===== src/rtl/xchg_pkg.sv =====
package xchg_pkg;
    localparam int NUM_HOLD = 4;

    typedef enum logic [1:0] {
        H_A_TO_1B = 2'd0,
        H_A_TO_2B = 2'd1,
        H_1B_TO_A = 2'd2,
        H_2B_TO_A = 2'd3
    } hold_idx_e;
endpackage


===== src/rtl/hold_reg.sv =====
module hold_reg #(
    parameter int W = 12
) (
    input  logic         clk,
    input  logic         rst,
    input  logic         load,
    input  logic [W-1:0] din,
    output logic [W-1:0] dout
);
    typedef struct packed {
        logic [W-1:0] val;
    } hold_t;

    hold_t st_d, st_q;

    always_comb begin
        st_d = st_q;
        if (load) begin
            st_d.val = din;
        end
    end

    always_ff @(posedge clk) begin
        if (rst) begin
            st_q <= '0;
        end else begin
            st_q <= st_d;
        end
    end

    assign dout = st_q.val;
endmodule


===== src/rtl/port_drive.sv =====
module port_drive #(
    parameter int W = 12
) (
    input  logic         oe_n,
    input  logic [W-1:0] data,
    output logic [W-1:0] dout,
    output logic         drv
);
    always_comb begin
        drv  = ~oe_n;
        dout = oe_n ? '0 : data;
    end
endmodule


===== src/rtl/tri_port_exchanger.sv =====
module tri_port_exchanger
    import xchg_pkg::*;
#(
    parameter int W = 12
) (
    input  logic         clk,
    input  logic         rst,
    input  logic [W-1:0] a_in,
    input  logic [W-1:0] b1_in,
    input  logic [W-1:0] b2_in,
    input  logic         cap_a1,
    input  logic         cap_a2,
    input  logic         cap_1a,
    input  logic         cap_2a,
    input  logic         sel_1b,
    input  logic         a_oe_n,
    input  logic         b1_oe_n,
    input  logic         b2_oe_n,
    output logic [W-1:0] a_out,
    output logic [W-1:0] b1_out,
    output logic [W-1:0] b2_out,
    output logic         a_drv,
    output logic         b1_drv,
    output logic         b2_drv
);
    logic [W-1:0] hold_din [NUM_HOLD];
    logic [W-1:0] hold_q   [NUM_HOLD];
    logic         hold_en  [NUM_HOLD];
    logic [W-1:0] ret_sel;

    always_comb begin
        hold_din[H_A_TO_1B] = a_in;
        hold_din[H_A_TO_2B] = a_in;
        hold_din[H_1B_TO_A] = b1_in;
        hold_din[H_2B_TO_A] = b2_in;
        hold_en[H_A_TO_1B]  = cap_a1;
        hold_en[H_A_TO_2B]  = cap_a2;
        hold_en[H_1B_TO_A]  = cap_1a;
        hold_en[H_2B_TO_A]  = cap_2a;
    end

    for (genvar g = 0; g < NUM_HOLD; g++) begin : g_hold
        hold_reg #(.W(W)) hold_i (
            .clk  (clk),
            .rst  (rst),
            .load (hold_en[g]),
            .din  (hold_din[g]),
            .dout (hold_q[g])
        );
    end

    always_comb begin
        ret_sel = sel_1b ? hold_q[H_1B_TO_A] : hold_q[H_2B_TO_A];
    end

    port_drive #(.W(W)) drv_a_i (
        .oe_n (a_oe_n),
        .data (ret_sel),
        .dout (a_out),
        .drv  (a_drv)
    );

    port_drive #(.W(W)) drv_b1_i (
        .oe_n (b1_oe_n),
        .data (hold_q[H_A_TO_1B]),
        .dout (b1_out),
        .drv  (b1_drv)
    );

    port_drive #(.W(W)) drv_b2_i (
        .oe_n (b2_oe_n),
        .data (hold_q[H_A_TO_2B]),
        .dout (b2_out),
        .drv  (b2_drv)
    );
endmodule


===== config.mk =====
export PLATFORM = sky130hd
export DESIGN_NAME = tri_port_exchanger
export DESIGN_NICKNAME = d
export VERILOG_FILES = /design/src/rtl/xchg_pkg.sv /design/src/rtl/hold_reg.sv /design/src/rtl/port_drive.sv /design/src/rtl/tri_port_exchanger.sv
export SDC_FILE = /design/constraint.sdc
export NUM_CORES = 1
export LEC_CHECK = 0
export CORE_ASPECT_RATIO = 0.5
export CORE_MARGIN = 2
export CORE_UTILIZATION = 40
export CTS_BUF_LIST = sky130_fd_sc_hd__clkbuf_4 sky130_fd_sc_hd__clkbuf_8 sky130_fd_sc_hd__clkbuf_16
export CTS_CLUSTER_SIZE = 28
export DETAILED_ROUTE_END_ITERATION = 8
export PLACE_DENSITY_LB_ADDON = 0.3
export SYNTH_ARGS = -nofsm -noshare
export SYNTH_HDL_FRONTEND = slang
export SYNTH_HIERARCHICAL = 1
export SYNTH_SLANG_ARGS = --single-unit

===== constraint.sdc =====
create_clock -name clk -period 0.8 [get_ports clk]
set_input_delay 0.08 -clock clk [delete_from_list [all_inputs] [get_ports clk]]
set_output_delay 0.08 -clock clk [all_outputs]
set_load 0.05 [all_outputs]

Word-level counts from Yosys, hierarchy flattened:

Index checks and enable logic that the tools add are counted.

* output and inout bits: 39
* word-level logic and storage cells: 11
* input bits: 46
* bits in registers: 48

* mux-type cells: 4
* bitwise gates (word level): 3

Operator list (count)
* 12-bit two-way mux: 4
* 1-bit NOT: 3

Depth between registers and ports, before layout:

Gate-level depths: netlist of run 1.

* depth in word-level cells: 2
* mapped depth: 3

Modules after synthesis:

Netlist of run 1, hierarchy kept.

By module, submodules not included
* hold_reg: cells an instance 38, area each 420.4 um^2, instances 4
* port_drive: cells an instance 14, area each 130.1 um^2, instances 3
* tri_port_exchanger: cells an instance 13, area each 183.9 um^2, instances 1

Worst setup path before layout of run 1:

Ideal clock, no wire load.

* path kind: flip-flop to output port
* start: register g_hold[3].hold_i.st_q, in the netlist g_hold[3].hold_i/dout[2]
* end: output port a_out[2]
* buffers on the path: 0
* data arrival time: 889 ps
* stages on the path, launching flop included: 3
* path slack: -169 ps
* cells stage by stage: dfxtp_1 > mux2_4 > nor2b_2

* cells in the longest elaborated chain, start to end: 2

Ends and longest elaborated chain
* start: declaration: RTL line hold_reg.sv:14 `hold_t st_d, st_q;`
* start signal: assignment: RTL line hold_reg.sv:27 `st_q <= st_d;`
* 12-bit two-way mux: RTL line tri_port_exchanger.sv:53 `ret_sel = sel_1b ? hold_q[H_1B_TO_A] : hold_q[H_2B_TO_A];`
* via ret_sel[2]: RTL line tri_port_exchanger.sv:29 `logic [W-1:0] ret_sel;`
* 12-bit two-way mux: RTL line port_drive.sv:11 `dout = oe_n ? '0 : data;`
* end: declaration: RTL line tri_port_exchanger.sv:19 `output logic [W-1:0] a_out,`

The timed path passes the listed nets, and every way through them passes these cells.

Worst setup path after layout of run 1:

* start: register g_hold[2].hold_i.st_q, in the netlist g_hold[2].hold_i/dout[11]
* end: output port a_out[11]

* cells in the longest elaborated chain, start to end: 2

Ends and longest elaborated chain (RTL line)
* start: declaration: hold_reg.sv:14
* start signal: assignment: hold_reg.sv:27
* 12-bit two-way mux: tri_port_exchanger.sv:53
* via ret_sel[11]: tri_port_exchanger.sv:29
* 12-bit two-way mux: port_drive.sv:11

The timed path passes the listed nets, and every way through them passes these cells.

==> impl_metrics.py, run 1 <==
metrics = {
    "outcome": {
        "outcome": "complete, but fails checks",
        "violations": "negative setup slack",
    },
    "final_layout": {
        "n_fill_cell": 380,
        "final_cell_mix": "48 x nor2_1, 46 x mux2i_1, 45 x buf_12, 40 x dfxtp_2, 36 x clkdlybuf4s50_1",
        "post_route_cells_drive_above_1_share": 0.5344,
        "final_util": 0.7561,
        "syn_to_final_growth_pct": 83.25,
        "final_common_cell": "nor2_1",
        "fin_cells": 378,
        "nets": 351,
        "largest_reg_flops": 48,
        "diodes": 0,
        "final_area_sq_mm": 0.004134,
    },
    "floorplan": {
        "rows": 19,
        "io-pin-count": 85,
        "die_w_um": 110.2,
        "die-area_sq_mm": 0.006293,
        "initial_core_util": 0.4126,
        "die_y_um": 57.11,
        "core_sq_mm": 0.005468,
    },
    "clock_tree": {
        "clkTransAtPathRegs_ps": 60,
        "clk_path_buf_depth": 2,
        "numCtsBuffers": 5,
        "clock-sinks": 48,
        "cts_tree": "built",
        "cts_root_buf": "clkbuf_16",
        "clk_latency_ps": 280,
        "cts_max_level": 2,
    },
    "place": {
        "port_buffers": 84,
        "placed_cell_area_sq_mm": 0.003762,
        "place.gp.congestion": 0.6470,
        "hpwl_mm": 3.940,
        "placed_cells": 364,
    },
    "synth": {
        "avgSynthCellArea_sq_um": 10.90,
        "syn_area_sq_mm": 0.002256,
        "synthTopCellsByArea": "dfxtp_1 43%, mux2i_1 21%, nor2b_2 8.2%",
        "yosysUniqueCellTypes": 11,
        "synthesis.nets": 253,
        "ys_ff_latch": 48,
        "yosys_warnings": 6,
        "synth_top_area_cell": "dfxtp_1",
        "syn_inst": 207,
        "synth_top_cell_area_share": 0.4260,
        "ys_seq_area_frac": 0.4260,
    },
    "sta": {
        "relSlewSlack": 0.8668,
        "final_max_slew_viol_count": 0,
        "fmax_mhz": 795.3,
        "worst_hold_slack_ps": 232.4,
        "rsz0062_at_grt": "true",
        "min_period_over_period": 1.572,
        "fin_crit_ps": 1257,
        "setup_viol": 36,
        "worst_pin_slew_ps": 195.9,
        "finalClockSkew_ps": 0,
        "fin_tns_setup_ps": -9867,
        "timing.final.ws_setup_ps": -457.5,
        "hold_violations": 0,
    },
    "hold_path": {
        "min_from": "rst",
        "min_path_type": "in -> reg",
    },
    "global_route": {
        "globalRouteOverflowTotal": 0,
        "busiest_layer": "met2",
        "globalRouteMet2Util": 0.3760,
        "gr-usage-all-layers": 0.1994,
        "grt_max_degree": 49,
        "grt_pass1_vias": 1899,
        "grt_pass1_wl_mm": 9.501,
        "grt_use_met3": 0.04571,
        "antenna_found_initial": 0,
        "use_met1": 0.2297,
    },
    "routing": {
        "wl_per_cell_um": 15.32,
        "vias_per_cell": 4.627,
        "vias": 1749,
        "wirelength_mm": 5.790,
        "drc_errors": 0,
        "ant_nets": 0,
        "dr.pass1.iters": 4,
        "drtIter0Drc": 56,
    },
    "worst_setup_path": {
        "critPathCaptureType": "output pin",
        "crit_type": "reg -> out",
        "cp.required_ps": 720,
        "path_max_fanout": 2,
        "critical_path_arrival_ps": 1180,
        "critPathLaunchType": "register",
        "reg2reg_from": "g_hold[0].hold_i/dout[1]",
        "startpoint": "g_hold[2].hold_i/dout[11]",
    },
    "power_and_ir_drop": {
        "leakagePower_nw": 1.818,
        "powerDensity_mw_per_mm2": 1548,
        "peakVddDrop_mv": 1.098,
    },
    "job": {
        "cap_violations": 0,
    },
}
power breakdown:
group,switching (W),internal [W],total (W),leakage (nW)
combinational,0.000745,0.000997,0.00174,1.34
clock,0.000855,0.00117,0.00203,0.0701
sequential,0.0000726,0.00256,0.00263,0.410
worst max-delay path, cell delays in order (launching register included):
cell and delay [ps]:
dfxtp_2 320, mux2_4 260, and2b_4 170, buf_12 140
final timing paths:
check                                   to  slack (ps)  cells after the start
setup / recovery                 a_out[11]        -460                      3
hold / removal    g_hold[3].hold_i/dout[9]         230                      3
setup reg to reg  g_hold[0].hold_i/dout[1]           0                      3
hold reg to reg   g_hold[1].hold_i/dout[0]         480                      2
through the flow:
| step | setup slack (ps) | power (W) |
|---|---|---|
| final | -457.5 | 0.006398 |
| after global placement | -680.2 | 0.004252 |
| after floorplan | -38.77 | 0.003517 |
| after global routing | -484.2 | 0.006633 |
| after detailed placement | -719.4 | 0.004290 |
| after CTS | -461.3 | 0.006429 |
logic make-up after synthesis:
group | after synthesis | share of synthesized area
DFF | 48 | 0.4260
muxes | 60 | 0.2895
and+or+nand+nor | 84 | 0.2329
buffers and inverters | 15 | 0.05158
per-layer routing:
metal	vias to the layer above	wire [um]
li1	873	-
met1	831	2349
met2	39	3126
met3	6	253
met4	0	59
met5	-	0
Yosys cell counts:
| cell | number |
|---|---|
| and2b_2 | 9 |
| buf_6 | 8 |
| clkbuf_1 | 4 |
| dfxtp_1 | 48 |
| inv_2 | 3 |
| mux2_2 | 2 |
| mux2_4 | 10 |
| mux2i_1 | 48 |
| nor2_1 | 48 |
| nor2b_2 | 21 |
| nor2b_4 | 6 |
timing repair:
action                     4_1_cts  5_1_grt
buffers inserted                 1        1
cloned                           5        0
hold buffers                     0        0
setup endpoints to repair       87       39
resized for setup               40        7
layout make-up:
class	instances	area, sq um	area share
Timing Repair Buffer	103	1584	0.3832
Multi-Input combinational cell	144	1299	0.3142
Sequential cell	48	1011	0.2446
Clock buffer	6	132.6	0.03208
Tap cell	73	91.34	0.02209
Inverter	3	11.26	0.002724
Clock inverter	1	5.005	0.001211
Power figures use the tool's default switching activity.
==> run 2, diff against run 1 <==
Settings changed: REMOVE_ABC_BUFFERS set to 1.
==> run 2 against run 1 <==
The run still ends with negative setup slack left; via count is 3.4% higher; clock power is 22% higher; cell area is 0.70% higher; combinational power hardly changed; fmax is 2.1% lower; global-route usage is 0.12 points higher; first-iteration DRC count is 61% lower; power is 6.8% higher; routed wire length is 1.6% lower; final cell count is 3.7% higher; critical path depth stayed put; sequential share of layout area is 0.38 points lower; largest cell class unchanged.
==> impl_metrics.py, run 2 (synthesis results as in run 1) <==
metrics = {
    "global_route": {
        "grt_pass1_wl_mm": 9.577,
        "antenna_found_initial": 0,
        "gr-usage-all-layers": 0.2005,
        "globalRouteOverflowTotal": 0,
        "grt_max_degree": 21,
        "grt_pass1_vias": 2027,
    },
    "power_and_ir_drop": {
        "intPower_w": 0.005181,
        "switching_power_w": 0.001650,
        "peakVddDrop_mv": 0.9963,
        "combPwrFrac": 0.253,
        "leakagePower_nw": 1.883,
        "p_clk_frac": 0.362,
        "power_w": 0.006831,
        "powerDensity_mw_per_mm2": 1641,
        "sequentialPowerShare": 0.385,
        "netSwitchingFraction": 0.2415,
    },
    "worst_setup_path": {
        "cp.required_ps": 720,
        "critPathCaptureType": "output pin",
        "path_max_fanout": 2,
        "crit_type": "reg -> out",
        "reg2reg_depth": 3,
        "rrSetupSlack_ps": 60,
        "reg2reg_from": "g_hold[1].hold_i/dout[8]",
        "r2r-end": "g_hold[1].hold_i/dout[8]",
        "critPathLaunchType": "register",
        "critical_path_arrival_ps": 1200,
    },
    "final_layout": {
        "post_route_cells_drive_above_1_share": 0.5266,
        "final_area_sq_mm": 0.004163,
        "fin_cells": 392,
        "n_fill_cell": 363,
        "nets": 364,
        "syn_to_final_growth_pct": 84.53,
        "final_cell_mix": "48 x mux2i_1, 48 x nor2_1, 36 x buf_12, 36 x clkdlybuf4s50_1, 33 x dfxtp_2",
        "multi_input_area_sq_mm": 0.001287,
        "diodes": 0,
        "largest_reg_flops": 48,
        "seqCellArea_sq_mm": 0.001002,
    },
    "floorplan": {
        "io-pin-count": 85,
        "initial_core_util": 0.4126,
        "die_w_um": 110.2,
        "die_y_um": 57.11,
        "rows": 19,
        "core_sq_mm": 0.005468,
        "die-area_sq_mm": 0.006293,
    },
    "sta": {
        "fin_tns_setup_ps": -9758,
        "fmax_mhz": 778.4,
        "worst_pin_slew_ps": 246.2,
        "final_max_slew_viol_count": 0,
        "timing.final.ws_setup_ps": -484.7,
        "relSlewSlack": 0.8359,
        "min_period_over_period": 1.606,
        "fin_crit_ps": 1285,
        "rsz0062_at_grt": "true",
        "finalClockSkew_ps": 0,
        "setup_viol": 36,
        "hold_violations": 0,
    },
    "clock_tree": {
        "clk_latency_ps": 280,
        "cts_root_buf": "clkbuf_16",
        "cts_max_level": 2,
        "clk_path_buf_depth": 2,
        "clock-sinks": 48,
        "numCtsBuffers": 5,
        "clkTransAtPathRegs_ps": 60,
        "cts_tree": "built",
    },
    "routing": {
        "drc_errors": 0,
        "wirelength_mm": 5.700,
        "wl_per_cell_um": 14.54,
        "dr.pass1.iters": 4,
        "drtIter0Drc": 22,
        "vias": 1808,
        "ant_nets": 0,
        "vias_per_cell": 4.612,
    },
    "hold_path": {
        "min_from": "rst",
        "min_delay_path_depth": 2,
        "min_path_type": "in -> reg",
        "hold_end": "g_hold[1].hold_i/dout[4]",
    },
    "outcome": {
        "outcome": "complete, but fails checks",
        "violations": "negative setup slack",
    },
    "place": {
        "placed_cell_area_sq_mm": 0.003603,
        "placed_cells": 375,
        "place.gp.congestion": 0.7058,
        "hpwl_mm": 3.763,
        "port_buffers": 84,
    },
    "job": {
        "cap_violations": 0,
    },
}
-- run 2: cell types whose count changed in the layout (fill, tap and decap cells not counted), sizes merged --
cell           change
clkinv             -1
bufinv             +1
dlygate4sd2        -1
clkdlybuf4s15      -2
buf               +17
clkbuf             +1
bufbuf             -1
-- run 2: routing by layer --
layer / vias to the layer above / track usage / part of all wire
li1: 905 / - / -
met1: 866 / 0.2239 / 0.39
met2: 33 / 0.3848 / 0.57
met3: 4 / 0.04457 / 0.034
met4: 0 / 0.05536 / 0.0075
met5: - / 0 / 0
-- run 2: how the worst max path moves through the flow --
| stage | start | depth (start not counted) | end |
|---|---|---|---|
| 2_1_floorplan | g_hold[3].hold_i/dout[2] | 2 | a_out[2] |
| 3_3_place_gp | sel_1b | 5 | a_out[9] |
| 3_5_place_dp | sel_1b | 5 | a_out[9] |
| 4_1_cts | g_hold[3].hold_i/dout[0] | 3 | a_out[0] |
| 6_report | g_hold[3].hold_i/dout[0] | 3 | a_out[0] |
| 5_1_grt | g_hold[3].hold_i/dout[0] | 3 | a_out[0] |
-- run 2: power groups by stage --
stage / logic [W] / registers, W / clock network (W)
2_1_floorplan: 0.000664 / 0.00263 / 0
3_3_place_gp: 0.00150 / 0.00265 / 0
3_5_place_dp: 0.00153 / 0.00266 / 0
4_1_cts: 0.00172 / 0.00262 / 0.00252
5_1_grt: 0.00182 / 0.00265 / 0.00265
6_report: 0.00173 / 0.00263 / 0.00248
-- run 2: stage by stage --
step	setup WS, ps	hold WS, ps	utilization
2_1_floorplan	-169.0	152.4	-
3_3_place_gp	-734.8	414.3	0.6590
3_5_place_dp	-746.2	417.2	0.6590
4_1_cts	-487.6	127.1	0.7545
5_1_grt	-522.8	156.0	0.7613
6_report	-484.7	133.1	0.7613
-- run 2: layout make-up --
class                           count  share of cell area
Clock buffer                        7             0.03667
Clock inverter                      1            0.007214
Inverter                            3            0.002705
Multi-Input combinational cell    144              0.3093
Sequential cell                    48              0.2408
Tap cell                           73             0.02194
Timing Repair Buffer              116              0.3814
-- run 2: critical path, stage by stage, from the launching register on --
cell and delay [ps]:
dfxtp_2 330, mux2_4 260, and2b_2 190, buf_6 150
-- run 2: repair_timing --
| action | in CTS | in global routing |
|---|---|---|
| cloned | 5 | 0 |
| resized for setup | 81 | 12 |
| hold buffers | 0 | 0 |
| setup endpoints to repair | 87 | 39 |
| setup buffers | 2 | 2 |
